[src/rtl/clf_pkg.sv]
package clf_pkg;
  localparam int FRAME_LEN = 256;
  localparam int TAG_W     = 16;
  localparam int SLOT_W    = 20;
  localparam int NUM_SLOTS = 13;
  localparam int POS_W     = $clog2(FRAME_LEN);
  localparam int ADDR_W    = 7;
  localparam int CDATA_W   = 16;

  // first frame position of a slot
  function automatic int slot_start(int s);
    return (s == 0) ? 0 : TAG_W + SLOT_W * (s - 1);
  endfunction

  // last frame position of a slot
  function automatic int slot_end(int s);
    return slot_start(s) + ((s == 0) ? TAG_W : SLOT_W) - 1;
  endfunction

  // index of a slot's MSB in a frame vector whose bit FRAME_LEN-1 is position 0
  function automatic int slot_msb(int s);
    return FRAME_LEN - 1 - slot_start(s);
  endfunction
endpackage

[src/rtl/clf_frame_timer.sv]
module clf_frame_timer
  import clf_pkg::*;
(
  input  logic             clk,
  input  logic             rst,
  output logic [POS_W-1:0] pos,
  output logic             sync_o,
  output logic             frame_load
);
  logic [POS_W-1:0] pos_nxt;

  always_comb begin
    if (pos == POS_W'(FRAME_LEN - 1)) pos_nxt = '0;
    else                              pos_nxt = pos + 1'b1;
  end

  // the edge that moves the position to 0 starts a new frame
  assign frame_load = (pos_nxt == '0);

  always_ff @(posedge clk) begin
    if (rst) begin
      pos    <= POS_W'(FRAME_LEN - 1);
      sync_o <= 1'b0;
    end else begin
      pos    <= pos_nxt;
      sync_o <= (pos_nxt < POS_W'(TAG_W));
    end
  end

  // position wraps after the last bit of a frame
  a_r1_wrap: assert property (@(posedge clk) disable iff (rst)
    (pos == POS_W'(FRAME_LEN - 1)) |=> (pos == '0));
  // sync drops exactly when the tag slot is over
  a_r1_sync_fall: assert property (@(posedge clk) disable iff (rst)
    $fell(sync_o) |-> (pos == POS_W'(TAG_W)));
  // sync rises exactly at frame position 0
  a_r2_sync_rise: assert property (@(posedge clk) disable iff (rst)
    $rose(sync_o) |-> (pos == '0));
endmodule

[src/rtl/clf_tx_framer.sv]
module clf_tx_framer
  import clf_pkg::*;
#(
  parameter int PCM_W = 20
) (
  input  logic               clk,
  input  logic               rst,
  input  logic               frame_load,
  input  logic               cmd_valid,
  input  logic               cmd_read,
  input  logic [ADDR_W-1:0]  cmd_addr,
  input  logic [CDATA_W-1:0] cmd_data,
  output logic               cmd_ready,
  input  logic               pcm_valid,
  input  logic [PCM_W-1:0]   pcm_left,
  input  logic [PCM_W-1:0]   pcm_right,
  output logic               pcm_ready,
  output logic               sdo
);
  localparam int MSB1 = slot_msb(1);
  localparam int MSB2 = slot_msb(2);
  localparam int MSB3 = slot_msb(3);
  localparam int MSB4 = slot_msb(4);
  localparam int PAD1 = SLOT_W - 1 - ADDR_W;
  localparam int PAD2 = SLOT_W - CDATA_W;

  logic               cmd_pend, pcm_pend;
  logic               cmd_rd_q;
  logic [ADDR_W-1:0]  cmd_addr_q;
  logic [CDATA_W-1:0] cmd_data_q;
  logic [PCM_W-1:0]   left_q, right_q;
  logic               cmd_take, pcm_take;

  assign cmd_take  = cmd_valid & ~cmd_pend;
  assign pcm_take  = pcm_valid & ~pcm_pend;
  assign cmd_ready = ~cmd_pend;
  assign pcm_ready = ~pcm_pend;

  always_ff @(posedge clk) begin
    if (rst) begin
      cmd_pend <= 1'b0;
      pcm_pend <= 1'b0;
    end else begin
      if (frame_load)    cmd_pend <= cmd_take;
      else if (cmd_take) cmd_pend <= 1'b1;
      if (frame_load)    pcm_pend <= pcm_take;
      else if (pcm_take) pcm_pend <= 1'b1;
    end
  end

  always_ff @(posedge clk) begin
    if (rst) begin
      cmd_rd_q   <= 1'b0;
      cmd_addr_q <= '0;
      cmd_data_q <= '0;
      left_q     <= '0;
      right_q    <= '0;
    end else begin
      if (cmd_take) begin
        cmd_rd_q   <= cmd_read;
        cmd_addr_q <= cmd_addr;
        cmd_data_q <= cmd_data;
      end
      if (pcm_take) begin
        left_q  <= pcm_left;
        right_q <= pcm_right;
      end
    end
  end

  logic [SLOT_W-1:0] w1, w2, w3, w4;
  logic [TAG_W-1:0]  tag;
  logic              wr_send;

  assign wr_send = cmd_pend & ~cmd_rd_q;
  assign w1 = cmd_pend ? {cmd_rd_q, cmd_addr_q, {PAD1{1'b0}}} : '0;
  assign w2 = wr_send  ? {cmd_data_q, {PAD2{1'b0}}} : '0;

  generate
    if (PCM_W == SLOT_W) begin : g_pcm_full
      assign w3 = pcm_pend ? left_q  : '0;
      assign w4 = pcm_pend ? right_q : '0;
    end else begin : g_pcm_pad
      assign w3 = pcm_pend ? {left_q,  {(SLOT_W - PCM_W){1'b0}}} : '0;
      assign w4 = pcm_pend ? {right_q, {(SLOT_W - PCM_W){1'b0}}} : '0;
    end
  endgenerate

  assign tag = {(cmd_pend | pcm_pend), cmd_pend, wr_send, pcm_pend, pcm_pend,
                {(TAG_W - 5){1'b0}}};

  logic [FRAME_LEN-1:0] frame, sr;

  always_comb begin
    frame = '0;
    frame[FRAME_LEN-1 -: TAG_W] = tag;
    frame[MSB1 -: SLOT_W] = w1;
    frame[MSB2 -: SLOT_W] = w2;
    frame[MSB3 -: SLOT_W] = w3;
    frame[MSB4 -: SLOT_W] = w4;
  end

  always_ff @(posedge clk) begin
    if (rst) begin
      sr  <= '0;
      sdo <= 1'b0;
    end else if (frame_load) begin
      sr  <= {frame[FRAME_LEN-2:0], 1'b0};
      sdo <= frame[FRAME_LEN-1];
    end else begin
      sr  <= {sr[FRAME_LEN-2:0], 1'b0};
      sdo <= sr[FRAME_LEN-1];
    end
  end

  // a held command stays held until a frame starts
  a_r6_cmd_hold: assert property (@(posedge clk) disable iff (rst)
    (cmd_pend && !frame_load) |=> cmd_pend);
  // with nothing offered, ready returns at the frame start
  a_r6_ready_after_load: assert property (@(posedge clk) disable iff (rst)
    (frame_load && !cmd_valid) |=> cmd_ready);
  // empty frame starts with a zero frame-valid bit
  a_r3_idle_tag: assert property (@(posedge clk) disable iff (rst)
    (frame_load && !cmd_pend && !pcm_pend) |=> !sdo);
  // a frame with data starts with a set frame-valid bit
  a_r3_busy_tag: assert property (@(posedge clk) disable iff (rst)
    (frame_load && (cmd_pend || pcm_pend)) |=> sdo);
endmodule

[src/rtl/clf_rx_deframer.sv]
module clf_rx_deframer
  import clf_pkg::*;
#(
  parameter int RX_EARLY = 0,
  parameter int REC_W    = 20
) (
  input  logic             clk,
  input  logic             rst,
  input  logic [POS_W-1:0] pos,
  input  logic             sdi,
  output logic             codec_ready,
  output logic             rec_valid,
  output logic [REC_W-1:0] rec_left,
  output logic [REC_W-1:0] rec_right
);
  localparam int L_END = slot_end(3);
  localparam int R_END = slot_end(4);

  logic             smp;
  logic [POS_W-1:0] idx;
  logic [SLOT_W-2:0] sh;
  logic [SLOT_W-1:0] word;
  logic [REC_W-1:0] left_hold;

  always_ff @(negedge clk) begin
    if (rst) smp <= 1'b0;
    else     smp <= sdi;
  end

  generate
    if (RX_EARLY != 0) begin : g_early
      assign idx = (pos == POS_W'(FRAME_LEN - 1)) ? '0 : pos + 1'b1;
    end else begin : g_nominal
      assign idx = pos;
    end
  endgenerate

  assign word = {sh, smp};

  always_ff @(posedge clk) begin
    if (rst) begin
      sh          <= '0;
      codec_ready <= 1'b0;
      rec_valid   <= 1'b0;
      rec_left    <= '0;
      rec_right   <= '0;
      left_hold   <= '0;
    end else begin
      sh        <= word[SLOT_W-2:0];
      rec_valid <= 1'b0;
      if (idx == '0) codec_ready <= smp;
      if (idx == POS_W'(L_END)) left_hold <= word[SLOT_W-1 -: REC_W];
      if (idx == POS_W'(R_END)) begin
        rec_left  <= left_hold;
        rec_right <= word[SLOT_W-1 -: REC_W];
        rec_valid <= 1'b1;
      end
    end
  end

  // recorded pair strobe lasts one cycle
  a_r9_pulse: assert property (@(posedge clk) disable iff (rst)
    rec_valid |=> !rec_valid);
  // recorded samples change only with the strobe
  a_r9_stable: assert property (@(posedge clk) disable iff (rst)
    !rec_valid |-> $stable(rec_right));
  // ready flag changes only after the tag MSB position
  a_r8_ready_slot: assert property (@(posedge clk) disable iff (rst)
    !$stable(codec_ready) |-> ($past(idx) == '0));
endmodule

[src/rtl/codec_link_framer.sv]
module codec_link_framer
  import clf_pkg::*;
#(
  parameter int PCM_W    = 20,
  parameter int REC_W    = 20,
  parameter int RX_EARLY = 0
) (
  input  logic               bit_clk,
  input  logic               rst,
  output logic               link_sync,
  output logic               link_sdo,
  input  logic               link_sdi,
  input  logic               cmd_valid,
  output logic               cmd_ready,
  input  logic               cmd_read,
  input  logic [6:0]         cmd_addr,
  input  logic [15:0]        cmd_data,
  input  logic               pcm_valid,
  output logic               pcm_ready,
  input  logic [PCM_W-1:0]   pcm_left,
  input  logic [PCM_W-1:0]   pcm_right,
  output logic               codec_ready,
  output logic               rec_valid,
  output logic [REC_W-1:0]   rec_left,
  output logic [REC_W-1:0]   rec_right
);
  logic [POS_W-1:0] pos;
  logic             frame_load;

  clf_frame_timer u_timer (
    .clk        (bit_clk),
    .rst        (rst),
    .pos        (pos),
    .sync_o     (link_sync),
    .frame_load (frame_load)
  );

  clf_tx_framer #(.PCM_W(PCM_W)) u_tx (
    .clk        (bit_clk),
    .rst        (rst),
    .frame_load (frame_load),
    .cmd_valid  (cmd_valid),
    .cmd_read   (cmd_read),
    .cmd_addr   (cmd_addr),
    .cmd_data   (cmd_data),
    .cmd_ready  (cmd_ready),
    .pcm_valid  (pcm_valid),
    .pcm_left   (pcm_left),
    .pcm_right  (pcm_right),
    .pcm_ready  (pcm_ready),
    .sdo        (link_sdo)
  );

  clf_rx_deframer #(.RX_EARLY(RX_EARLY), .REC_W(REC_W)) u_rx (
    .clk         (bit_clk),
    .rst         (rst),
    .pos         (pos),
    .sdi         (link_sdi),
    .codec_ready (codec_ready),
    .rec_valid   (rec_valid),
    .rec_left    (rec_left),
    .rec_right   (rec_right)
  );
endmodule

[config.mk]
export PLATFORM = sky130hd
export DESIGN_NAME = codec_link_framer
export DESIGN_NICKNAME = d
export VERILOG_FILES = /design/src/rtl/clf_pkg.sv /design/src/rtl/clf_frame_timer.sv /design/src/rtl/clf_tx_framer.sv /design/src/rtl/clf_rx_deframer.sv /design/src/rtl/codec_link_framer.sv
export SDC_FILE = /design/constraint.sdc
export NUM_CORES = 1
export LEC_CHECK = 0
export ABC_CLOCK_PERIOD_IN_PS = 5100
export CORE_ASPECT_RATIO = 0.8
export CORE_MARGIN = 2
export CORE_UTILIZATION = 35
export DETAILED_ROUTE_END_ITERATION = 8
export PLACE_DENSITY_LB_ADDON = 0.15
export SETUP_SLACK_MARGIN = 0.5
export SYNTH_ARGS = -nofsm -noshare
export SYNTH_HDL_FRONTEND = slang
export SYNTH_SLANG_ARGS = --single-unit
[constraint.sdc]
create_clock -name bit_clk -period 5.1 [get_ports bit_clk]
set_input_delay 1.275 -clock bit_clk [delete_from_list [all_inputs] [get_ports bit_clk]]
set_output_delay 1.275 -clock bit_clk [all_outputs]
set_load 0.005 [all_outputs]
* Yosys cells after proc, flatten, opt, wreduce, memory -nomap -nowiden *
Cells that the tools add are included.

storage, ports and cells
  output and inout bits = 46
  register bits = 414
  logic and storage cells = 48
  input port bits = 69

cells by class
  $lt $le $gt $ge = 1
  bitwise operators = 7
  reduce and logical (&&, ||, !) cells = 5
  $add $sub $neg = 1
  equal/unequal tests = 3
  muxes and demuxes = 12

operator list
  kind                                                  number
  two-way mux 256 bit                                   1
  two-way mux 20 bit                                    4
  equality test 8 x 7 -> 1 bit (second input constant)  2
  zero test 8 bit                                       2
  adder 8 x 1 -> 8 bit (second input constant)          1
  equality test 8 bit (second input constant)           1
  < comparator 8 x 5 -> 1 bit (second input constant)   1
  two-way mux 8 bit                                     1
  two-way mux 1 bit                                     6
  nonzero test 2 bit                                    2
  bitwise AND 1 bit                                     3
  inverter 1 bit                                        3
  OR reduction 2 bit                                    1
  OR 1 bit                                              1

* Longest topological paths before layout *
  depth in word-level cells = 4
  gate-level depth with buffers = 10
  mapped depth without buffers = 6

* By module *
Synthesis repeated with hierarchy kept, for this count alone.

unflattened totals
  cell total of the unflattened synthesis = 973
  area total of the unflattened synthesis = 9641.7 µm²

modules (own cells, without submodules)
  module           cells each  sequential area each (µm²)  times used  area an instance (µm²)
  clf_tx_framer    649         3243.1                      1           6107.1
  clf_rx_deframer  273         1641.6                      1           3088.0
  clf_frame_timer  51          180.2                       1           446.7

==> run metrics <==
DR vias/cell 4.658; Fin Setup TNS 0 ns; Max clock buf depth 3; setup bufs post-CTS 0; largest net degree at the start of global routing 97; final hold vios 0; fin. max-slew vios 0; final antenna-violating net count 0; gr usage total 13.77%; reg-to-reg slack, setup approximately 1.8 ns; CP Launch Type input port; routed wire length per instance 13.60 µm; I/O Pins between 100 and 150; pre-CTS setup slack 0.6499 ns; placed standard-cell area 0.009669 mm²; CP Max Fanout 1; cts hold-fix bufs 0; r2r startpoint u_timer.pos[0]; status finished clean; post-CTS sizing 0; Max-Cap Viols 0; Cell Chain, Critical Path clkdlybuf4s50_1 -> nor2b_1; global-route wire length before repair 28400 µm; Site Rows 50; syn_area_per_cell 9.509 µm²; CP max stage delay a little under 0.4 ns; routed vias 6046; Setup WS post-layout approximately 1.2 ns; unrepaired setup endpoints after global routing false; Critical Path Slowest Stage Cell clkdlybuf4s50_1; WP depth 2; total chip power approximately 4.5 mW; Net Count, Synth 955; DRC violations left 0; Syn-to-layout area delta 25.97%; Mapped Cells ~880; number of global-route vias before repair approximately 5400; Finished Cell Area 0.01058 mm²; CTS Sinks 253; Initial Util 35.79%; Routability Congestion 0.7200; Die W 177.2 µm; share of layout cells above drive strength 1 6.694%; leading cell types in the layout, fill and taps excluded 255 x nand2_1, 253 x dfxtp_1, 126 x a21oi_1; Final Setup Violations 0; post-layout util 45.09%; Worst Clk Skew 0.05436 ns; worst skew pair latency approximately 0.57 ns; CP Data Arrival Time 1.79 ns; Max transition margin around a quarter; PwrDens about 430 mW/mm²; TritonRoute pass-1 iters 4; #FFs+latches synth 253; Slew @ Worst Pin 1.118 ns; P_leak 3.923 nW; H-tree level count 1; DR iter-0 viols 293; Peak VDD IR 218.2 µV; HPWL after DPL 10340 µm; commonest non-fill, non-tap cell in the layout nand2_1; root buf cell clkbuf_16; PortBufs about 110; NumNets Final 1038; critical path class input port to register; RR Endpoint u_tx.sr[178]; Post-Route WL ~18000 µm; Crit. End Element register; crit-path leading delay family buffers and inverters; TritonCTS clock tree yes; total CTS buffers 26; Mapped Area about 0.0084 mm²; worst setup path startpoint link_sdi; post-synth cell types 49; Req. time, crit path 3.01 ns; Core Area 0.02346 mm²; chip height 142.5 µm; sequential area share after synthesis approximately three fifths; worst setup path end u_rx.smp; WP buf/inv 1; die area between 0.02 and 0.03 mm²; R2R depth 7; hold crit path type register to register; initial antenna violation count 1; Clk pin slew, worst setup/hold paths approximately 0.06 ns; GR Overflow Total 0; Yosys warnings 0; diodes inserted 0
[through the flow]
step | hold WS [ns] | std cells
CTS | 0.4250 | 1298
detailed placement | 0.4110 | 1250
global placement | 0.4081 | 1250
floorplan | 0.4029 | 883
global route | 0.4365 | 1298
finish | 0.4213 | 1298
[flip-flops by register name, summed over array words and instances (netlist names)]
| register | cells |
|---|---|
| u_timer.pos | 8 |
| u_tx.cmd_rd_q | 1 |
| u_tx.sdo | 1 |
| u_tx.cmd_pend | 1 |
| u_rx.rec_left | 20 |
| u_tx.sr | 95 |
| u_rx.codec_ready | 1 |
| u_rx.smp | 1 |
| u_tx.cmd_data_q | 16 |
| u_tx.left_q | 20 |
| u_rx.left_hold | 20 |
| u_tx.right_q | 20 |
| u_rx.rec_right | 20 |
| u_tx.cmd_addr_q | 7 |
| u_rx.sh | 19 |
| u_timer.sync_o | 1 |
| u_tx.pcm_pend | 1 |
| u_rx.rec_valid | 1 |
[synthesized netlist by cell type, drive strengths merged]
master	count	area [µm²]
nor2	8	30.03
a211oi	1	12.51
a31o	1	8.760
clkbuf	39	146.4
buf	27	173.9
a22o	63	551.8
nand3	3	15.01
o31ai	1	7.510
nand4b	1	8.760
a21boi	1	7.510
o32a	1	10.01
and3	2	12.51
nor4b	3	41.29
o21ai	2	10.01
and2	29	183.9
or2	2	12.51
o32ai	1	16.27
o211a	1	10.01
nor2b	22	137.6
or4b	1	10.01
a21o	5	37.54
a21oi	127	646.9
nand4	3	25.02
a31oi	2	12.51
and3b	1	8.760
nand2	255	957.2
and4	2	20.02
nand2b	3	18.77
o2bb2ai	2	17.52
mux2i	1	10.01
nor4	3	48.80
o21bai	1	7.510
dfxtp	253	5065
ha	3	37.54
inv	6	22.52
or4	1	7.510
a41o	1	10.01
xnor2	2	17.52
nor3	3	20.02
[power breakdown]
group | leakage, nW | internal [mW] | switching [mW]
Combinational | 1.42 | 0.181 | 0.227
Sequential | 2.05 | 2.04 | 0.0950
Clock | 0.455 | 1.22 | 0.755
Total | 3.92 | 3.45 | 1.08
[layer usage]
layer | track usage, % | vias up | share of wire, %
met5 | 0 | - | 0.068
met1 | 20.38 | 2808 | 51
met4 | 3.436 | 2 | 1.9
li1 | - | 3104 | -
met3 | 3.285 | 29 | 4.8
met2 | 19.95 | 103 | 42
[cell type report]
type,count,area (µm²)
clock buffer,40,794.5
clock inverter,9,117.6
fill,2306,12880
inverter,5,18.77
multi-input combinational,558,3000
sequential,253,5065
tap,312,390.4
timing repair buffer,121,1191
[how the worst min path moves through the flow]
stage,startpoint,to,slack [ns],cells past startpoint
floorplan,u_tx.sr[251],u_tx.sr[252],0.40,1
global placement,u_tx.sr[225],u_tx.sr[226],0.41,1
detailed placement,u_tx.sr[253],u_tx.sr[254],0.41,1
CTS,u_tx.sr[249],u_tx.sr[250],0.43,1
global route,u_tx.sr[253],u_tx.sr[254],0.44,1
finish,u_tx.sr[249],u_tx.sr[250],0.42,1
[logic make-up (layout without fill, tap and decap cells)]
group,Yosys count,after routing,share of synthesized area [%]
AND/OR/NAND/NOR,342,342,18.55
flip-flops,253,253,60.32
XOR/XNOR,2,2,0.2087
buffers and inverters,72,175,4.083
AO/OA/AOI/OAI,210,210,16.27
adder cells (fa/ha/maj),3,3,0.4471
multiplexers,1,1,0.1192
Note: power is estimated with default switching activity, not from simulation.
